===== config.mk =====
export PLATFORM = sky130hd
export DESIGN_NAME = tree_deser
export DESIGN_NICKNAME = d
export VERILOG_FILES = /design/src/rtl/dsr_pkg.sv /design/src/rtl/dsr_node.sv /design/src/rtl/dsr_tree.sv /design/src/rtl/dsr_ctrl.sv /design/src/rtl/tree_deser.sv
export SDC_FILE = /design/constraint.sdc
export NUM_CORES = 1
export LEC_CHECK = 0
export BUFFER_PORTS_ARGS = -buffer_cell sky130_fd_sc_hd__buf_4
export CORE_UTILIZATION = 41
export CTS_CLUSTER_DIAMETER = 200
export DETAILED_ROUTE_END_ITERATION = 12
export SLEW_MARGIN = 30
export SYNTH_ARGS = -nofsm -noshare
export SYNTH_HDL_FRONTEND = slang
export SYNTH_SLANG_ARGS = --single-unit

===== constraint.sdc =====
create_clock -name clk -period 3.05 [get_ports clk]
set_clock_uncertainty 0.1 [all_clocks]
set_input_delay 0.1525 -clock clk [delete_from_list [all_inputs] [get_ports clk]]
set_output_delay 0.1525 -clock clk [all_outputs]
set_load 0.01 [all_outputs]

===== src/rtl/dsr_pkg.sv =====
package dsr_pkg;

  // Number of tree levels; the word width follows from it.
  localparam int TREE_DEPTH = 3;
  localparam int WORD_W     = 1 << TREE_DEPTH;

  // Phase (modulo the level period 2^(lvl+1)) at which a node of the given
  // level captures the first element of a pair into its hold register.
  function automatic int firstOff(input int lvl);
    return (2 << lvl) - 2;
  endfunction

  // Phase at which the plain register samples and the hold stage transfers,
  // half a node period after the first capture.
  function automatic int secondOff(input int lvl);
    return ((3 << lvl) - 2) % (2 << lvl);
  endfunction

  // Counter phase at which the leaf level updates the word.
  localparam int LAST_OFF = secondOff(TREE_DEPTH - 1);

  // Enables from the control to the tree, one bit per level.
  typedef struct packed {
    logic [TREE_DEPTH-1:0] enFirst;
    logic [TREE_DEPTH-1:0] enSecond;
  } dsr_strb_t;

endpackage


===== src/rtl/dsr_node.sv =====
module dsr_node (
  input  logic       clk,
  input  logic       rst_n,
  input  logic       din,
  input  logic       enFirst,
  input  logic       enSecond,
  output logic [1:0] pair
);

  logic holdQ;

  // Capture register plus hold stage on one side, plain register on the
  // other; both outputs load on enSecond so the split pair leaves aligned.
  always_ff @(posedge clk or negedge rst_n) begin
    if (!rst_n) begin
      holdQ <= 1'b0;
      pair  <= 2'b00;
    end else begin
      if (enFirst) holdQ <= din;
      if (enSecond) begin
        pair[0] <= holdQ;
        pair[1] <= din;
      end
    end
  end

endmodule


===== src/rtl/dsr_tree.sv =====
module dsr_tree
  import dsr_pkg::*;
(
  input  logic              clk,
  input  logic              rst_n,
  input  logic              serialIn,
  input  dsr_strb_t         strb,
  output logic [WORD_W-1:0] word
);

  // Level L carries 2^(L+1) streams; stream s holds the bits whose index
  // is congruent to s modulo 2^(L+1). Node j feeds streams j and j+2^L.
  for (genvar L = 0; L < TREE_DEPTH; L++) begin : lvl
    localparam int NN = 1 << L;
    logic [2*NN-1:0] outs;
    for (genvar j = 0; j < NN; j++) begin : nd
      logic       inBit;
      logic [1:0] pr;
      if (L == 0) begin : g_root
        assign inBit = serialIn;
      end else begin : g_inner
        assign inBit = lvl[L-1].outs[j];
      end
      dsr_node u_node (
        .clk     (clk),
        .rst_n   (rst_n),
        .din     (inBit),
        .enFirst (strb.enFirst[L]),
        .enSecond(strb.enSecond[L]),
        .pair    (pr)
      );
      assign outs[j]      = pr[0];
      assign outs[j + NN] = pr[1];
    end
  end

  assign word = lvl[TREE_DEPTH-1].outs;

endmodule


===== src/rtl/dsr_ctrl.sv =====
module dsr_ctrl
  import dsr_pkg::*;
#(
  parameter int SETTLE_CYCLES = 8
) (
  input  logic      clk,
  input  logic      rst_n,
  input  logic      slipReq,
  output dsr_strb_t strb,
  output logic      wordValid,
  output logic      slipHold,
  output logic      slipIdle
);

  localparam int BW = $clog2(SETTLE_CYCLES + 1);

  logic [TREE_DEPTH-1:0] phase;
  logic [BW-1:0]         busy;
  logic                  primed;
  logic                  accept;
  logic                  lastHit;

  assign slipHold = (busy == BW'(SETTLE_CYCLES));
  assign slipIdle = (busy == '0);
  assign accept   = slipReq && slipIdle;
  assign lastHit  = (phase == TREE_DEPTH'(LAST_OFF));

  // Divider schedule: each level decodes its own low counter bits.
  for (genvar L = 0; L < TREE_DEPTH; L++) begin : g_en
    assign strb.enFirst[L]  = !slipHold && (phase[L:0] == (L+1)'(firstOff(L)));
    assign strb.enSecond[L] = !slipHold && (phase[L:0] == (L+1)'(secondOff(L)));
  end

  always_ff @(posedge clk or negedge rst_n) begin
    if (!rst_n) begin
      phase     <= '0;
      busy      <= '0;
      primed    <= 1'b0;
      wordValid <= 1'b0;
    end else begin
      if (!slipHold) phase <= phase + 1'b1;
      if (accept) busy <= BW'(SETTLE_CYCLES);
      else if (!slipIdle) busy <= busy - 1'b1;
      if (!slipHold && lastHit) primed <= 1'b1;
      wordValid <= !slipHold && lastHit && primed;
    end
  end

endmodule


===== src/rtl/tree_deser.sv =====
module tree_deser
  import dsr_pkg::*;
#(
  parameter int SETTLE_CYCLES = 8
) (
  input  logic              clk,
  input  logic              rst_n,
  input  logic              serialIn,
  input  logic              slipReq,
  output logic [WORD_W-1:0] wordOut,
  output logic              wordValid
);

  dsr_strb_t strb;
  logic      slipHold;
  logic      slipIdle;

  dsr_ctrl #(.SETTLE_CYCLES(SETTLE_CYCLES)) u_ctrl (
    .clk      (clk),
    .rst_n    (rst_n),
    .slipReq  (slipReq),
    .strb     (strb),
    .wordValid(wordValid),
    .slipHold (slipHold),
    .slipIdle (slipIdle)
  );

  dsr_tree u_tree (
    .clk     (clk),
    .rst_n   (rst_n),
    .serialIn(serialIn),
    .strb    (strb),
    .word    (wordOut)
  );

endmodule


After elaboration in Yosys (flattened, before gate mapping)
Index checks and enable logic that the tools add are counted.
W data, S select, Z words.
{"block": "word_totals", "in_bits": 4, "reg_bits": 30, "wordCells": 39, "out_inout_bits": 9}
{"block": "op_classes", "mux": 2, "bitwise": 1, "reduce_logical": 11, "add_sub_neg": 2, "n_eq_ne": 5}
{"operator": "$logic_and A1 B1 Y1", "n": 8}
{"operator": "$mux W4", "n": 2}
{"operator": "$eq A4 B4 Y1 const B", "n": 1}
{"operator": "$logic_not A4 Y1", "n": 1}
{"operator": "$sub A4 B1 Y4 const B", "n": 1}
{"operator": "$add A3 B1 Y3 const B", "n": 1}
{"operator": "$eq A3 B2 Y1 const B", "n": 1}
{"operator": "$eq A3 B3 Y1 const B", "n": 1}
{"operator": "$eq A2 B2 Y1 const B", "n": 1}
{"operator": "$logic_not A2 Y1", "n": 1}
{"operator": "$ne A2 B2 Y1 const B", "n": 1}
{"operator": "$logic_not A1 Y1", "n": 1}
{"operator": "$not A1 Y1", "n": 1}

Longest topological paths before layout
{"block": "depth", "word_depth": 4, "depth_mapped": 6, "depth_no_buf": 5}

Cells and area by module
A second synthesis with hierarchy kept.
{"block": "hier_totals", "cells_unflattened": 91, "hier_area_um2": 1248.7}
{"module": "dsr_node", "area_each_um2": 108.9, "n_inst": 7, "seq_area_each_um2": 75.1, "cells_per_inst": 6}
{"module": "dsr_ctrl", "area_each_um2": 486.7, "n_inst": 1, "seq_area_each_um2": 225.2, "cells_per_inst": 49}

Worst setup path before layout
OpenSTA, ideal clock, no wires.
{"block": "synth_timing", "path_type": "register -> register", "start": "register u_ctrl.busy[0]", "end": "register u_tree.lvl[2].nd[0].u_node.holdQ", "path_buffers": 1, "setup_time_ns": 0.125, "t_arrival_ns": 1.435, "path_stages_with_launch": 7, "path_slack_ns": 1.390, "period_less_slack_ns": 1.660, "path_cell_list": "dfrtp_1 inv_1 ha_1 nand3b_4 and3_4 buf_6 mux2_4"}
{"block": "synth_between", "elab_chain_len": 3}
{"item": "start: declaration", "line_no": "dsr_ctrl.sv:18", "text": "logic [BW-1:0] busy;"}
{"item": "start signal: assignment", "line_no": "dsr_ctrl.sv:42", "text": "if (accept) busy <= BW'(SETTLE_CYCLES);"}
{"item": "start signal: assignment", "line_no": "dsr_ctrl.sv:43", "text": "else if (!slipIdle) busy <= busy - 1'b1;"}
{"item": "$eq A4 B4 Y1", "line_no": "dsr_ctrl.sv:23", "text": "assign slipHold = (busy == BW'(SETTLE_CYCLES));"}
{"item": "$logic_not A1 Y1", "line_no": "dsr_ctrl.sv:30", "text": "assign strb.enFirst[L] = !slipHold && (phase[L:0] == (L+1)'(firstOff(L)));"}
{"item": "$logic_and A1 B1 Y1", "line_no": "dsr_ctrl.sv:30"}
{"item": "end signal: assignment", "line_no": "dsr_node.sv:19", "text": "if (enFirst) holdQ <= din;"}
{"item": "end: declaration", "line_no": "dsr_node.sv:10", "text": "logic holdQ;"}
No other way between the ends.
A chain may end at the register's enable or synchronous reset.

Final worst setup path
{"block": "layout_timing", "start": "register u_ctrl.busy[0]", "end": "register u_tree.lvl[2].nd[2].u_node.pair[1]"}
{"block": "layout_between", "elab_chain_len": 3}
{"item": "$eq A4 B4 Y1", "line_no": "dsr_ctrl.sv:23"}
{"item": "$logic_not A1 Y1", "line_no": "dsr_ctrl.sv:31", "text": "assign strb.enSecond[L] = !slipHold && (phase[L:0] == (L+1)'(secondOff(L)));"}
{"item": "$logic_and A1 B1 Y1", "line_no": "dsr_ctrl.sv:31"}
{"item": "end signal: assignment", "line_no": "dsr_node.sv:22", "text": "pair[1] <= din;"}
{"item": "end: declaration", "line_no": "dsr_node.sv:7", "text": "output logic [1:0] pair"}
No other way between the ends.

==> run summary <==
Peak VDD IR: 0.4720 mV
Clock buffer count from CTS: 5
RSZ-0062 raised after global routing: no
Clock slew at reported path FFs: 0.09 ns
Grt met2 use: 22.43%
Total routing usage reported by global routing: 14.44%
Post-synthesis simple-gate area fraction: 8.350%
Die area: 3333 um2
Die height: 57.74 um
Syn_area_per_cell: 14.31 um2
Multiplexer area fraction after synthesis: 20.53%
Setup_tns: 0 ns
Status: finished, violations left
DRT antenna net count: 0
Clock latency on the worst-skew pair: 0.32 ns
Port bufs: 12
Number of global-route vias before repair: 725
Combined area of the multi-input logic cells: 489.2 um2
CTS max path bufs: 2
Grt met3 use: 6.920%
DR vias: 723
Pin count of the biggest net entering global routing: 31
Core Area: 2853 um2
Drt via density: 5.128
Crit path kind: flop to flop
Dpl cell area: 1391 um2
Fraction of layout cells with a size suffix above 1: 40.91%
Row count: 19
Layout area overhead: 15.52%
Post-synthesis compound-gate area fraction: 3.242%
Layout Nets: 118
Fin area: 1471 um2
Final setup viols: 0
Overflow left after global routing: 0
Die Span X: 57.74 um
Max Cap Viol: 0
Max_slew headroom: 75.12%
Worst Path Required: 3.17 ns
Final Hold Viols: 0
Post-CTS Setup Bufs: 0
Max Transition Viols Final: 0
Worst R2R Start: u_ctrl.busy[0]$_DFFE_PN0P_
Placed Cells: 131
Clock period minus worst slack: 1.781 ns
H-tree depth: 2
Initial antenna violation count: 0
Achievable frequency: 0.5615 GHz
Total number of yosys warnings: 0
Drt initial violations: 14
Wirelength, routed: 1990 um
R2r worst-path depth: 5
Net Count, Synth: 98
Crit share post-route: 58.39%
Synthesis-stage register bit count: 30
Storage cell area: 750.7 um2
First-pass GRT wire length: 3429 um
DR WL/cell: 14.11 um
Ports: 13
Worst Max-Slew Pin Slew: 0.3724 ns
Post-synth cell types: 19
Initial Util: 44.65%
Power Dens Cells: 1119 nW/um2
CTS Root Buffer Type: clkbuf_4
Ant. Diodes: 0
Fin cells: 141
Critical path capture point: u_tree.lvl[2].nd[2].u_node.pair[1]$_DFFE_PN0P_
Leakage: 0.6862 nW
Xor/xnor share of the synthesized area: 1.375%
Dpl hpwl: 1395 um
Most used routing layer: met2
Remaining DRCs: 1
Worst Path Arrival: 1.90 ns
Synth Area in Adders: 4.912%
Synth Cell Area: 1274 um2
Sequential area share after synthesis: 58.94%
Failing checks: DRC
CP max FO: 10
Worst Setup SP: u_ctrl.busy[0]$_DFFE_PN0P_
Fill cells: 273
CTS Sinks: 30
Reg2reg end: u_tree.lvl[2].nd[2].u_node.pair[1]$_DFFE_PN0P_
Routing usage on met1: 16.96%
R2R Setup Slk: 1.27 ns
Drt pass-1 iters: 8
CTS tree: yes
Startpoint types: flop
GPL Wtd Cong: 0.7636
Worst hold path type: primary input to flop
Synth Instances: 89
Combinational family with the most area after synthesis: multiplexers
Setup crit end kind: flop
-- state kept, by name (all words and copies together) (netlist names) --
name / cells
u_ctrl.phase: 3
u_tree.lvl.nd.u_node.holdQ: 7
u_tree.lvl.nd.u_node.pair: 14
u_ctrl.busy: 4
u_ctrl.wordValid: 1
u_ctrl.primed: 1
-- metrics by stage --
stage	utilization, %	hold slack (ns)	worst slack [ns]	power [W]
floorplan	-	-0.2431	1.390	0.001214
global placement	48.77	-0.006815	1.343	0.001394
detailed placement	48.77	-0.001832	1.279	0.001419
CTS	51.58	0.03685	1.259	0.001670
global route	51.58	0.05962	1.154	0.001779
finish	51.58	0.05264	1.269	0.001647
-- cell usage after synthesis (all sizes together) --
master	count	share of area, %
ha	5	4.9
dfrtp	30	59
o32a	1	0.88
nand3	2	0.79
and3	1	0.88
xnor2	2	1.4
a21oi	2	0.79
inv	6	1.8
nand2b	1	0.49
or2	1	0.49
o21ai	4	1.6
mux2i	1	0.79
buf	1	0.88
nor3b	2	1.2
mux2	21	20
nand2	7	2.1
nand3b	2	2.5
-- area by class of cell --
| class | instances | area share (%) |
|---|---|---|
| Sequential cell | 30 | 51.02 |
| Multi-Input combinational cell | 52 | 33.25 |
| Timing Repair Buffer | 14 | 7.483 |
| Clock buffer | 7 | 3.741 |
| Tap cell | 31 | 2.636 |
| Inverter | 6 | 1.531 |
| Clock inverter | 1 | 0.3401 |
-- critical path, cell delays in order (launching register included) --
cell	delay [ns]
dfrtp_1	0.41
inv_1	0.09
ha_1	0.28
nand3b_4	0.17
nand3b_2	0.26
mux2_2	0.37
-- timing repair --
| item | in CTS | in global routing |
|---|---|---|
| hold buffers | 2 | 0 |
| setup endpoints to repair | 0 | 0 |
| hold endpoints to repair | 32 | 0 |
| gates resized for setup | 0 | 0 |
-- where the power goes --
group | switching (W) | internal (W)
clock | 0.000133 | 0.000112
sequential | 0.000140 | 0.000603
combinational | 0.000269 | 0.000391
-- placed cells by master (no fill, tap or decap) --
cell type	netlist	routed
a21oi_1	2	2
and3_4	1	1
buf_4	0	12
clkbuf_1	0	1
clkbuf_4	0	5
clkbuf_8	0	1
clkinv_2	0	1
dfrtp_1	30	30
dlygate4sd3_1	0	2
ha_1	5	5
inv_1	6	6
mux2_2	17	17
mux2_4	4	4
mux2i_1	1	1
nand2_1	7	7
nand2b_1	1	1
nand3_1	2	2
nand3b_2	1	1
nand3b_4	1	1
nor3b_1	2	2
o21ai_0	4	4
o32a_2	1	1
or2_2	1	1
xnor2_1	2	2
-- kinds of logic (layout without fill, tap and decap cells) --
family          after synthesis  in the layout
fa+ha+maj                     5              5
buf+inv                       7             28
flops                        30             30
simple gates                 16             16
mux                          22             22
xor+xnor                      2              2
compound gates                7              7
-- how the worst min path moves through the flow --
stage	startpoint	endpoint	slack, ns	cells past startpoint
finish	slipReq	u_ctrl.busy[1]$_DFFE_PN0P_	0.05	4
global route	slipReq	u_ctrl.busy[1]$_DFFE_PN0P_	0.06	4
CTS	slipReq	u_ctrl.busy[1]$_DFFE_PN0P_	0.04	4
detailed placement	rst_n	u_tree.lvl[2].nd[2].u_node.pair[0]$_DFFE_PN0P_	-0.002	1
global placement	rst_n	u_tree.lvl[2].nd[2].u_node.pair[0]$_DFFE_PN0P_	-0.007	1
floorplan	rst_n	u_ctrl.busy[0]$_DFFE_PN0P_	-0.24	0
-- layer usage --
metal / vias to the layer above / part of all wire [%]
li1: 345 / -
met1: 359 / 46
met2: 14 / 47
met3: 5 / 4.9
met4: 0 / 2.1
met5: - / 0
Power figures use the tool's default switching activity.
